<file path="config.mk">
export PLATFORM = sky130hd
export DESIGN_NAME = tmr_sync3
export DESIGN_NICKNAME = d
export VERILOG_FILES = /design/src/rtl/tmr_pkg.sv /design/src/rtl/tmr_sync_ctl.sv /design/src/rtl/tmr_chan.sv /design/src/rtl/tmr_sync3.sv
export SDC_FILE = /design/constraint.sdc
export NUM_CORES = 1
export LEC_CHECK = 0
export ABC_AREA = 0
export BUFFER_PORTS_ARGS = -buffer_cell sky130_fd_sc_hd__clkbuf_2
export CORE_ASPECT_RATIO = 0.5
export CORE_MARGIN = 5
export CORE_UTILIZATION = 40
export CTS_BUF_LIST = sky130_fd_sc_hd__clkbuf_16
export DETAILED_ROUTE_END_ITERATION = 10
export PLACE_DENSITY = 0.55
export SYNTH_ARGS = -nofsm -noshare
export SYNTH_HDL_FRONTEND = slang
export SYNTH_SLANG_ARGS = --single-unit
</file>
<file path="constraint.sdc">
create_clock -name clk -period 4.5 [get_ports clk]
set_clock_uncertainty 0.1 [all_clocks]
set_input_delay 0.9 -clock clk [delete_from_list [all_inputs] [get_ports clk]]
set_output_delay 0.9 -clock clk [all_outputs]
set_load 0.02 [all_outputs]
</file>
<file path="src/rtl/tmr_pkg.sv">
package tmr_pkg;
  typedef enum logic [2:0] {
    CLR_NONE  = 3'd0,
    CLR_OWN   = 3'd1,
    CLR_GROUP = 3'd2
  } clr_sel_e;

  typedef enum logic [1:0] {
    ACT_HOLD   = 2'd0,
    ACT_LOW    = 2'd1,
    ACT_HIGH   = 2'd2,
    ACT_TOGGLE = 2'd3
  } pin_act_e;

  localparam int unsigned REG_START = 0;
  localparam int unsigned REG_SYNC  = 1;
  localparam int unsigned CH_STRIDE = 4;
  localparam int unsigned OFS_CNT   = 0;
  localparam int unsigned OFS_CMP   = 1;
  localparam int unsigned OFS_CLR   = 2;
  localparam int unsigned OFS_OUT   = 3;

  function automatic int unsigned ch_addr(int unsigned ch, int unsigned ofs);
    return CH_STRIDE * (ch + 1) + ofs;
  endfunction
endpackage

</file>
<file path="src/rtl/tmr_sync_ctl.sv">
module tmr_sync_ctl #(
  parameter int NCH = 3
) (
  input  logic [NCH-1:0] sync_bits,
  input  logic [NCH-1:0] match,
  input  logic [NCH-1:0] clr_own,
  output logic [NCH-1:0] member,
  output logic           grp_clr
);
  localparam int CNTW = $clog2(NCH + 1);

  logic [CNTW-1:0] n_set;

  always_comb begin
    n_set = '0;
    for (int i = 0; i < NCH; i++) n_set = n_set + CNTW'(sync_bits[i]);
  end

  assign member  = (n_set >= CNTW'(2)) ? sync_bits : '0;
  assign grp_clr = |(member & match & clr_own);
endmodule

</file>
<file path="src/rtl/tmr_chan.sv">
module tmr_chan
  import tmr_pkg::*;
#(
  parameter int CW = 16
) (
  input  logic          clk,
  input  logic          rst_n,
  input  logic          run,
  input  logic          preset_en,
  input  logic [CW-1:0] wdata,
  input  logic          cmp_we,
  input  logic          clr_we,
  input  logic          out_we,
  input  logic          member,
  input  logic          grp_clr,
  output logic [CW-1:0] cnt,
  output logic [CW-1:0] cmp,
  output logic [2:0]    clr_sel,
  output logic [2:0]    outctl,
  output logic          pin,
  output logic          match,
  output logic          clr_own
);
  logic [CW-1:0] cnt_d;
  logic          cnt_en;
  logic          pin_d;
  logic          do_clr;
  pin_act_e      act;

  assign match   = run && (cnt == cmp);
  assign clr_own = (clr_sel == CLR_OWN);
  assign act     = pin_act_e'(outctl[2:1]);
  assign do_clr  = (match && clr_own) ||
                   (member && (clr_sel == CLR_GROUP) && grp_clr);
  assign cnt_en  = preset_en || run;

  always_comb begin
    if (preset_en)   cnt_d = wdata;
    else if (do_clr) cnt_d = '0;
    else             cnt_d = cnt + CW'(1);
  end

  always_comb begin
    pin_d = pin;
    if (out_we && !run) pin_d = wdata[0];
    else if (match) begin
      unique case (act)
        ACT_LOW:    pin_d = 1'b0;
        ACT_HIGH:   pin_d = 1'b1;
        ACT_TOGGLE: pin_d = ~pin;
        default:    pin_d = pin;
      endcase
    end
  end

  always_ff @(posedge clk or negedge rst_n) begin
    if (!rst_n) begin
      cnt     <= '0;
      cmp     <= '1;
      clr_sel <= '0;
      outctl  <= '0;
      pin     <= 1'b0;
    end else begin
      if (cnt_en) cnt     <= cnt_d;
      if (cmp_we) cmp     <= wdata;
      if (clr_we) clr_sel <= wdata[2:0];
      if (out_we) outctl  <= wdata[2:0];
      pin <= pin_d;
    end
  end
endmodule

</file>
<file path="src/rtl/tmr_sync3.sv">
module tmr_sync3
  import tmr_pkg::*;
#(
  parameter  int NCH = 3,
  parameter  int CW  = 16,
  localparam int AW  = $clog2(CH_STRIDE * (NCH + 1))
) (
  input  logic          clk,
  input  logic          rst_n,
  input  logic [AW-1:0] bus_addr,
  input  logic          bus_we,
  input  logic [CW-1:0] bus_wdata,
  output logic [CW-1:0] bus_rdata,
  output logic [NCH-1:0] cmp_pin
);
  logic [1:0]               rst_pipe;
  logic                     rst_q_n;
  logic [NCH-1:0]           start_q;
  logic [NCH-1:0]           sync_q;
  logic [NCH-1:0]           wr_cnt, wr_cmp, wr_clr, wr_out;
  logic [NCH-1:0]           member, match, clr_own, preset_en;
  logic                     grp_clr, any_member_wr;
  logic [NCH-1:0][CW-1:0]   cnt_all, cmp_all;
  logic [NCH-1:0][2:0]      clr_all, out_all;
  logic [CW-1:0]            rd_d;
  logic                     wr_start, wr_sync;

  always_ff @(posedge clk or negedge rst_n) begin
    if (!rst_n) rst_pipe <= 2'b00;
    else        rst_pipe <= {rst_pipe[0], 1'b1};
  end
  assign rst_q_n = rst_pipe[1];

  assign wr_start = bus_we && (bus_addr == AW'(REG_START));
  assign wr_sync  = bus_we && (bus_addr == AW'(REG_SYNC));

  always_ff @(posedge clk or negedge rst_q_n) begin
    if (!rst_q_n) begin
      start_q <= '0;
      sync_q  <= '0;
    end else begin
      if (wr_start) start_q <= bus_wdata[NCH-1:0];
      if (wr_sync)  sync_q  <= bus_wdata[NCH-1:0];
    end
  end

  tmr_sync_ctl #(.NCH(NCH)) u_sync (
    .sync_bits (sync_q),
    .match     (match),
    .clr_own   (clr_own),
    .member    (member),
    .grp_clr   (grp_clr)
  );

  assign any_member_wr = |(wr_cnt & member);
  assign preset_en     = wr_cnt | (member & {NCH{any_member_wr}});

  for (genvar k = 0; k < NCH; k++) begin : g_ch
    assign wr_cnt[k] = bus_we && (bus_addr == AW'(ch_addr(k, OFS_CNT)));
    assign wr_cmp[k] = bus_we && (bus_addr == AW'(ch_addr(k, OFS_CMP)));
    assign wr_clr[k] = bus_we && (bus_addr == AW'(ch_addr(k, OFS_CLR)));
    assign wr_out[k] = bus_we && (bus_addr == AW'(ch_addr(k, OFS_OUT)));

    tmr_chan #(.CW(CW)) u_chan (
      .clk       (clk),
      .rst_n     (rst_q_n),
      .run       (start_q[k]),
      .preset_en (preset_en[k]),
      .wdata     (bus_wdata),
      .cmp_we    (wr_cmp[k]),
      .clr_we    (wr_clr[k]),
      .out_we    (wr_out[k]),
      .member    (member[k]),
      .grp_clr   (grp_clr),
      .cnt       (cnt_all[k]),
      .cmp       (cmp_all[k]),
      .clr_sel   (clr_all[k]),
      .outctl    (out_all[k]),
      .pin       (cmp_pin[k]),
      .match     (match[k]),
      .clr_own   (clr_own[k])
    );
  end

  always_comb begin
    rd_d = '0;
    if (bus_addr == AW'(REG_START)) rd_d = CW'(start_q);
    if (bus_addr == AW'(REG_SYNC))  rd_d = CW'(sync_q);
    for (int i = 0; i < NCH; i++) begin
      if (bus_addr == AW'(ch_addr(i, OFS_CNT))) rd_d = cnt_all[i];
      if (bus_addr == AW'(ch_addr(i, OFS_CMP))) rd_d = cmp_all[i];
      if (bus_addr == AW'(ch_addr(i, OFS_CLR))) rd_d = CW'(clr_all[i]);
      if (bus_addr == AW'(ch_addr(i, OFS_OUT))) rd_d = CW'(out_all[i]);
    end
  end

  always_ff @(posedge clk or negedge rst_q_n) begin
    if (!rst_q_n) bus_rdata <= '0;
    else          bus_rdata <= rd_d;
  end
endmodule

</file>
Word level (Yosys, flattened, before mapping):

Cells that the tools add are included.

* register bits: 141
* output and inout port bits: 19
* word-level logic and storage cells: 144

* add/sub/neg operators: 5
* $lt $le $gt $ge: 1
* eq/ne operators: 31
* muxes and demuxes: 30
* bitwise logic cells: 8
* reduce and logical (&&, ||, !) cells: 50

Operator list (count)
* $mux W16: 18
* $add A16 B1 Y16 const B: 3
* $eq A16 B16 Y1: 3
* $eq A4 B4 Y1 const B: 8
* $logic_and A1 B1 Y1: 29
* $eq A4 B3 Y1 const B: 4
* $and A3 B3 Y3: 4
* $eq A2 B2 Y1 const B: 6
* $reduce_bool A4 Y1: 3
* $eq A3 B1 Y1 const B: 3
* $eq A3 B2 Y1 const B: 3
* $mux W3: 3
* $pmux W1 S3: 3
* $eq A2 B1 Y1 const B: 3
* $logic_or A1 B1 Y1: 6
* $mux W1: 6
* $reduce_and A2 Y1: 3
* $reduce_bool A2 Y1: 3
* $reduce_or A3 Y1: 2
* $eq A4 B1 Y1 const B: 1
* $logic_not A4 Y1: 1
* $logic_not A1 Y1: 3
* $not A1 Y1: 3
* $or A3 B3 Y3: 1
* other kinds (3): 3

Depth between registers and ports, before layout:

* depth in word-level cells: 15
* mapped depth: 10
* gate-level depth less buffers: 8

By module:

A second synthesis with hierarchy kept.

* cells, all modules: 924
* area total of the unflattened synthesis: 8926.1 um2

Modules (own cells, without submodules)
* tmr_chan (g_ch[1].u_chan ...): instances 2, cells each 241, area an instance 2347.3 um2, sequential area each 996.0 um2
* tmr_chan (g_ch[0].u_chan): instances 1, cells each 208, area an instance 2134.5 um2, sequential area each 996.0 um2
* tmr_sync3: instances 1, cells each 223, area an instance 2016.9 um2, sequential area each 600.6 um2
* tmr_sync_ctl: instances 1, cells each 11, area an instance 80.1 um2, sequential area each 0.0 um2

Least setup slack after synthesis:

OpenSTA, ideal clock, no wires.

* path type: in2reg
* start: input bus_addr[2]
* end: register g_ch[0].u_chan.cnt[14]
* library setup time: 0.126 ns
* arrival: 2.512 ns
* data required time: 4.274 ns
* path slack: 1.762 ns
* stages on the path: 8
* cell sequence: clkbuf_1 -> nand4_1 -> a31oi_1 -> a31oi_1 -> o211a_1 -> buf_6 -> a31o_1 -> a221o_1

* longest elaborated chain between the ends: 7
* elaborated cells on any way between the ends: 12
* classes of those cells: eq/ne: 3; mux: 1; bitwise: 3; reduce/logical: 5

Ends and longest elaborated chain
* start, declared: line tmr_sync3.sv:10 `input logic [AW-1:0] bus_addr,`
* $eq A4 B3 Y1 or $eq A4 B4 Y1 (tied branches): line tmr_sync3.sv:59 `assign wr_cnt[k] = bus_we && (bus_addr == AW'(ch_addr(k, OFS_CNT)));`
* $logic_and A1 B1 Y1: line tmr_sync3.sv:59
* $and A3 B3 Y3: line tmr_sync3.sv:55 `assign any_member_wr = |(wr_cnt & member);`
* $reduce_or A3 Y1: line tmr_sync3.sv:55
* $and A3 B3 Y3: line tmr_sync3.sv:56 `assign preset_en = wr_cnt | (member & {NCH{any_member_wr}});`
* $or A3 B3 Y3 (*): line tmr_sync3.sv:56
* $mux W16 or $logic_or A1 B1 Y1 (tied branches): line tmr_chan.sv:38, tmr_chan.sv:35
* end signal, assigned: line tmr_chan.sv:64 `if (cnt_en) cnt <= cnt_d;`
* end, declared: line tmr_chan.sv:16 `output logic [CW-1:0] cnt,`

Mark *: on every way between the ends. The rest lies on a longest branch, timed or not.
A chain may end at the register's enable or synchronous reset.

Final worst setup path:

* start: input bus_addr[1]
* end: register g_ch[0].u_chan.cmp[13]

* longest elaborated chain between the ends: 2

Ends and longest elaborated chain
* $eq A4 B3 Y1: line tmr_sync3.sv:60 `assign wr_cmp[k] = bus_we && (bus_addr == AW'(ch_addr(k, OFS_CMP)));`
* $logic_and A1 B1 Y1: line tmr_sync3.sv:60
* end signal, assigned: line tmr_chan.sv:65 `if (cmp_we) cmp <= wdata;`
* end, declared: line tmr_chan.sv:17 `output logic [CW-1:0] cmp,`

No other way between the ends.

==> metrics.cfg <==
[run_status]
status=finished clean

[synthesis]
synthDominantAreaCellType=sky130_fd_sc_hd__dfrtp_1
synth_async_sr_flop_share_pct=100
yosys-top-cells-area=sky130_fd_sc_hd__dfrtp_1, sky130_fd_sc_hd__dfstp_2, sky130_fd_sc_hd__mux2_2, sky130_fd_sc_hd__xnor2_1, sky130_fd_sc_hd__a221o_1
ys_dominant_reg_cell=sky130_fd_sc_hd__dfrtp_1
synth_sequential_area_ratio_pct=43.5
net_count_of_the_mapped_netlist=850
synth.avg_cell_area_um2=10.1
ys_ff_latch=141
netlist_area_um2=8250
netlist.area_leader.share_pct=28.2
ys_types=64
synth-warning-count=0
netlist_instances=817
synth_edf_count=0

[critical_path]
required_ns=4.76
startpoint_type=input pin
worst-path-max-fanout=23
crit_start=bus_addr[1]
category_of_the_worst_setup_path_capture_point=flop
crit_path_max_incr_delay_ns=0.86
rr_startpoint=g_ch[0].u_chan.cmp[0]
worstSetupPathType=input pin to flop
list_of_cells_traversed_by_the_critical_path=clkbuf_2 > nand2b_1 > nor2_1 > nand2_1 > mux2_2
timing.critical_path.slowest_stage_cell=sky130_fd_sc_hd__nor2_1
worstPathArrival_ns=3.63

[global_routing]
largest_net_degree_at_the_start_of_global_routing=81
antenna_found_initial=0
global_route_total_usage_across_every_layer_pct=21.5
gr-total-overflow=0
grt_first_pass_wirelength_mm=39.8
first_global_vias=6677

[cells_and_area]
design.final.nets=870
final_layout_size_suffix_gt1_share_pct=26.5
finalInstanceArea_um2=9220
area_growth_pct=11.7
final_util_pct=45.2
num_antenna_cells=0

[timing]
period_minus_slack_ns=3.37
fmax_mhz=297
final.setup.worst_slack_ns=1.13
grt_setup_unrepaired=false
finalCritPeriodShare_pct=74.8
report.final.hold_viol_count=0
whs_ns=0.146
tightest_slew_ns=1.09
worst_slew_margin_rel_pct=26.9
setup_viol_count_final=0
final-max-slew-violation-count=0
final.setup.tns_ns=0

[cts]
post_cts.resized_instances=0
worst_skew_pair.late_latency_ns=0.44
clk_root_buffer_cell=sky130_fd_sc_hd__clkbuf_16
cts_made_buffers=17
tritoncts_clock_tree=done
cts-hold-fix-buffers=0
clock_sinks=141
buffers_inserted_by_post_cts_timing_repair=0
clk_pin_slew_ns=0.06
ctsLongestPathBuffers=2
cts-htree-levels=4

[route]
first_iter_violations=659
vias_per_cell=6.01
wire_per_inst_um=22.0
routed_wirelength_mm=24.7
antenna_left=0
drtPass1Iterations=5
detailroute.via_count=6752
drc=0

[placed_design]
total_cell_area_at_the_placement_stage_um2=8670
dp.final_hpwl_mm=17.8
place_congestion=0.926
io_buffer_count=41
post-place-ws_ns=0.758

[power]
peakVddDrop_mv=0.224
static-leakage-power_nw=3.67
power.density_cell_area_nw_per_um2=517

[die]
initial_core_util_pct=40.4
die_h_um=112
floorplan.die.width_um=213
design.portCount=42
core-area_um2=20400
fp-row-count=37
die_area_um2=23800

[flow_run]
max_cap_violations=0

[worst_hold_path]
min-delay-path-class=input pin to async pin

[cells in the final DEF (no fill, tap or decap), types with 3 or more instances in the layout]
cell type,instances
sky130_fd_sc_hd__clkbuf_16,17
sky130_fd_sc_hd__a22oi_1,21
sky130_fd_sc_hd__o22ai_1,6
sky130_fd_sc_hd__xor2_1,6
sky130_fd_sc_hd__nand4_1,14
sky130_fd_sc_hd__nand3_1,22
sky130_fd_sc_hd__inv_1,23
sky130_fd_sc_hd__a31o_1,4
sky130_fd_sc_hd__a31oi_1,12
sky130_fd_sc_hd__nor3b_1,14
sky130_fd_sc_hd__clkinv_4,4
sky130_fd_sc_hd__a21oi_1,18
sky130_fd_sc_hd__clkinv_2,3
sky130_fd_sc_hd__xnor2_1,45
sky130_fd_sc_hd__o211ai_1,4
sky130_fd_sc_hd__o21ai_1,5
sky130_fd_sc_hd__buf_4,14
sky130_fd_sc_hd__nor4_1,14
sky130_fd_sc_hd__nor2b_1,5
sky130_fd_sc_hd__a22o_1,14
sky130_fd_sc_hd__mux2i_1,7
sky130_fd_sc_hd__nor2_1,37
sky130_fd_sc_hd__nand2b_1,12
sky130_fd_sc_hd__a221oi_1,14
sky130_fd_sc_hd__o311ai_0,4
sky130_fd_sc_hd__or2_2,9
sky130_fd_sc_hd__o21ai_0,32
sky130_fd_sc_hd__a32oi_1,3
sky130_fd_sc_hd__or3_1,8
sky130_fd_sc_hd__and3_1,14
sky130_fd_sc_hd__nor3_1,25
sky130_fd_sc_hd__dfrtp_1,92
sky130_fd_sc_hd__a211oi_1,15
sky130_fd_sc_hd__nand2_1,73
sky130_fd_sc_hd__ha_1,10
sky130_fd_sc_hd__o41ai_1,3
sky130_fd_sc_hd__a221o_1,30
sky130_fd_sc_hd__clkbuf_2,41
sky130_fd_sc_hd__mux2_2,70
sky130_fd_sc_hd__dfstp_2,48
[worst max-delay path: cells and delay by family]
family                 cells  cell delay, ns
and+or+nand+nor            3            1.92
muxes                      1            0.49
buffers and inverters      1            0.30
[cell families after synthesis]
family          Yosys count  share of synthesized area [%]
flops                   141                           43.5
mux                      78                           10.7
other cells               1                         0.0455
simple gates            259                           16.1
buf+inv                  76                           4.06
compound gates          200                           18.5
fa+ha+maj                10                           1.52
xor+xnor                 52                           5.61
[layer usage]
layer | vias up | part of all wire (%) | track usage [%]
met5 | - | 0 | 0
met4 | 0 | 1.9 | 6.48
met2 | 196 | 42 | 30.2
met3 | 31 | 4.9 | 3.60
met1 | 3416 | 51 | 33.7
li1 | 3109 | - | -
[metrics by stage]
step / power, mW / cells
2_1_floorplan: 2.98 / 817
3_3_place_gp: 3.38 / 1091
3_5_place_dp: 3.41 / 1091
4_1_cts: 4.78 / 1123
5_1_grt: 5.04 / 1123
6_report: 4.77 / 1123
[worst paths after layout]
kind | depth (start not counted) | slack (ns) | to
hold / removal | 1 | 0.15 | rst_pipe[1]
min in group clk | 0 | 0.25 | rst_pipe[1]
max in group asynchronous | 1 | 2.76 | g_ch[2].u_chan.cmp[0]
setup reg to reg | 7 | 1.16 | g_ch[1].u_chan.cnt[11]
hold reg to reg | 0 | 0.25 | rst_pipe[1]
setup / recovery | 5 | 1.13 | g_ch[0].u_chan.cmp[13]
[synthesized netlist by cell type, types with 2 or more instances]
cell type and count:
sky130_fd_sc_hd__a211oi_1 15, sky130_fd_sc_hd__a21oi_1 18, sky130_fd_sc_hd__a221o_1 30, sky130_fd_sc_hd__a221oi_1 14
sky130_fd_sc_hd__a22o_1 14, sky130_fd_sc_hd__a22oi_1 21, sky130_fd_sc_hd__a31o_1 4, sky130_fd_sc_hd__a31oi_1 13
sky130_fd_sc_hd__a32oi_1 3, sky130_fd_sc_hd__and2_1 2, sky130_fd_sc_hd__and3_1 14, sky130_fd_sc_hd__buf_1 3
sky130_fd_sc_hd__buf_2 7, sky130_fd_sc_hd__buf_4 5, sky130_fd_sc_hd__buf_6 3, sky130_fd_sc_hd__clkbuf_1 36
sky130_fd_sc_hd__dfrtp_1 93, sky130_fd_sc_hd__dfstp_2 48, sky130_fd_sc_hd__ha_1 10, sky130_fd_sc_hd__inv_1 22
sky130_fd_sc_hd__mux2_2 70, sky130_fd_sc_hd__mux2i_1 7, sky130_fd_sc_hd__nand2_1 73, sky130_fd_sc_hd__nand2b_1 12
sky130_fd_sc_hd__nand3_1 22, sky130_fd_sc_hd__nand4_1 14, sky130_fd_sc_hd__nor2_1 37, sky130_fd_sc_hd__nor2b_1 5
sky130_fd_sc_hd__nor3_1 27, sky130_fd_sc_hd__nor3b_1 14, sky130_fd_sc_hd__nor4_1 14, sky130_fd_sc_hd__nor4_2 2
sky130_fd_sc_hd__o211ai_1 4, sky130_fd_sc_hd__o21ai_0 32, sky130_fd_sc_hd__o21ai_1 5, sky130_fd_sc_hd__o22ai_1 6
sky130_fd_sc_hd__o311ai_0 4, sky130_fd_sc_hd__o31a_1 2, sky130_fd_sc_hd__o41ai_1 3, sky130_fd_sc_hd__or2_2 9
sky130_fd_sc_hd__or3_1 8, sky130_fd_sc_hd__xnor2_1 45, sky130_fd_sc_hd__xor2_1 6
[cell type report]
class                   instances  area (µm²)
fillers                      1967       11200
multi-input cells             600        4340
flip-flops and latches        141        3590
clock buffers                  17         425
well taps                     273         342
repair buffers                 55         310
clock inverters                15         124
inverters                      22        82.6
[registers in the layout (all words and copies together), names as in the netlist]
| name | cells |
|---|---|
| start_q | 3 |
| bus_rdata | 16 |
| g_ch.u_chan.cmp | 48 |
| g_ch.u_chan.outctl | 9 |
| rst_pipe | 2 |
| sync_q | 3 |
| g_ch.u_chan.pin | 3 |
| g_ch.u_chan.cnt | 48 |
| g_ch.u_chan.clr_sel | 9 |
[report_power, final]
| part | switching, mW | internal, mW |
|---|---|---|
| logic | 0.706 | 0.599 |
| clock network | 0.593 | 0.756 |
| registers | 0.459 | 1.65 |
| total | 1.76 | 3.01 |
Note: power is estimated with default switching activity, not from simulation.
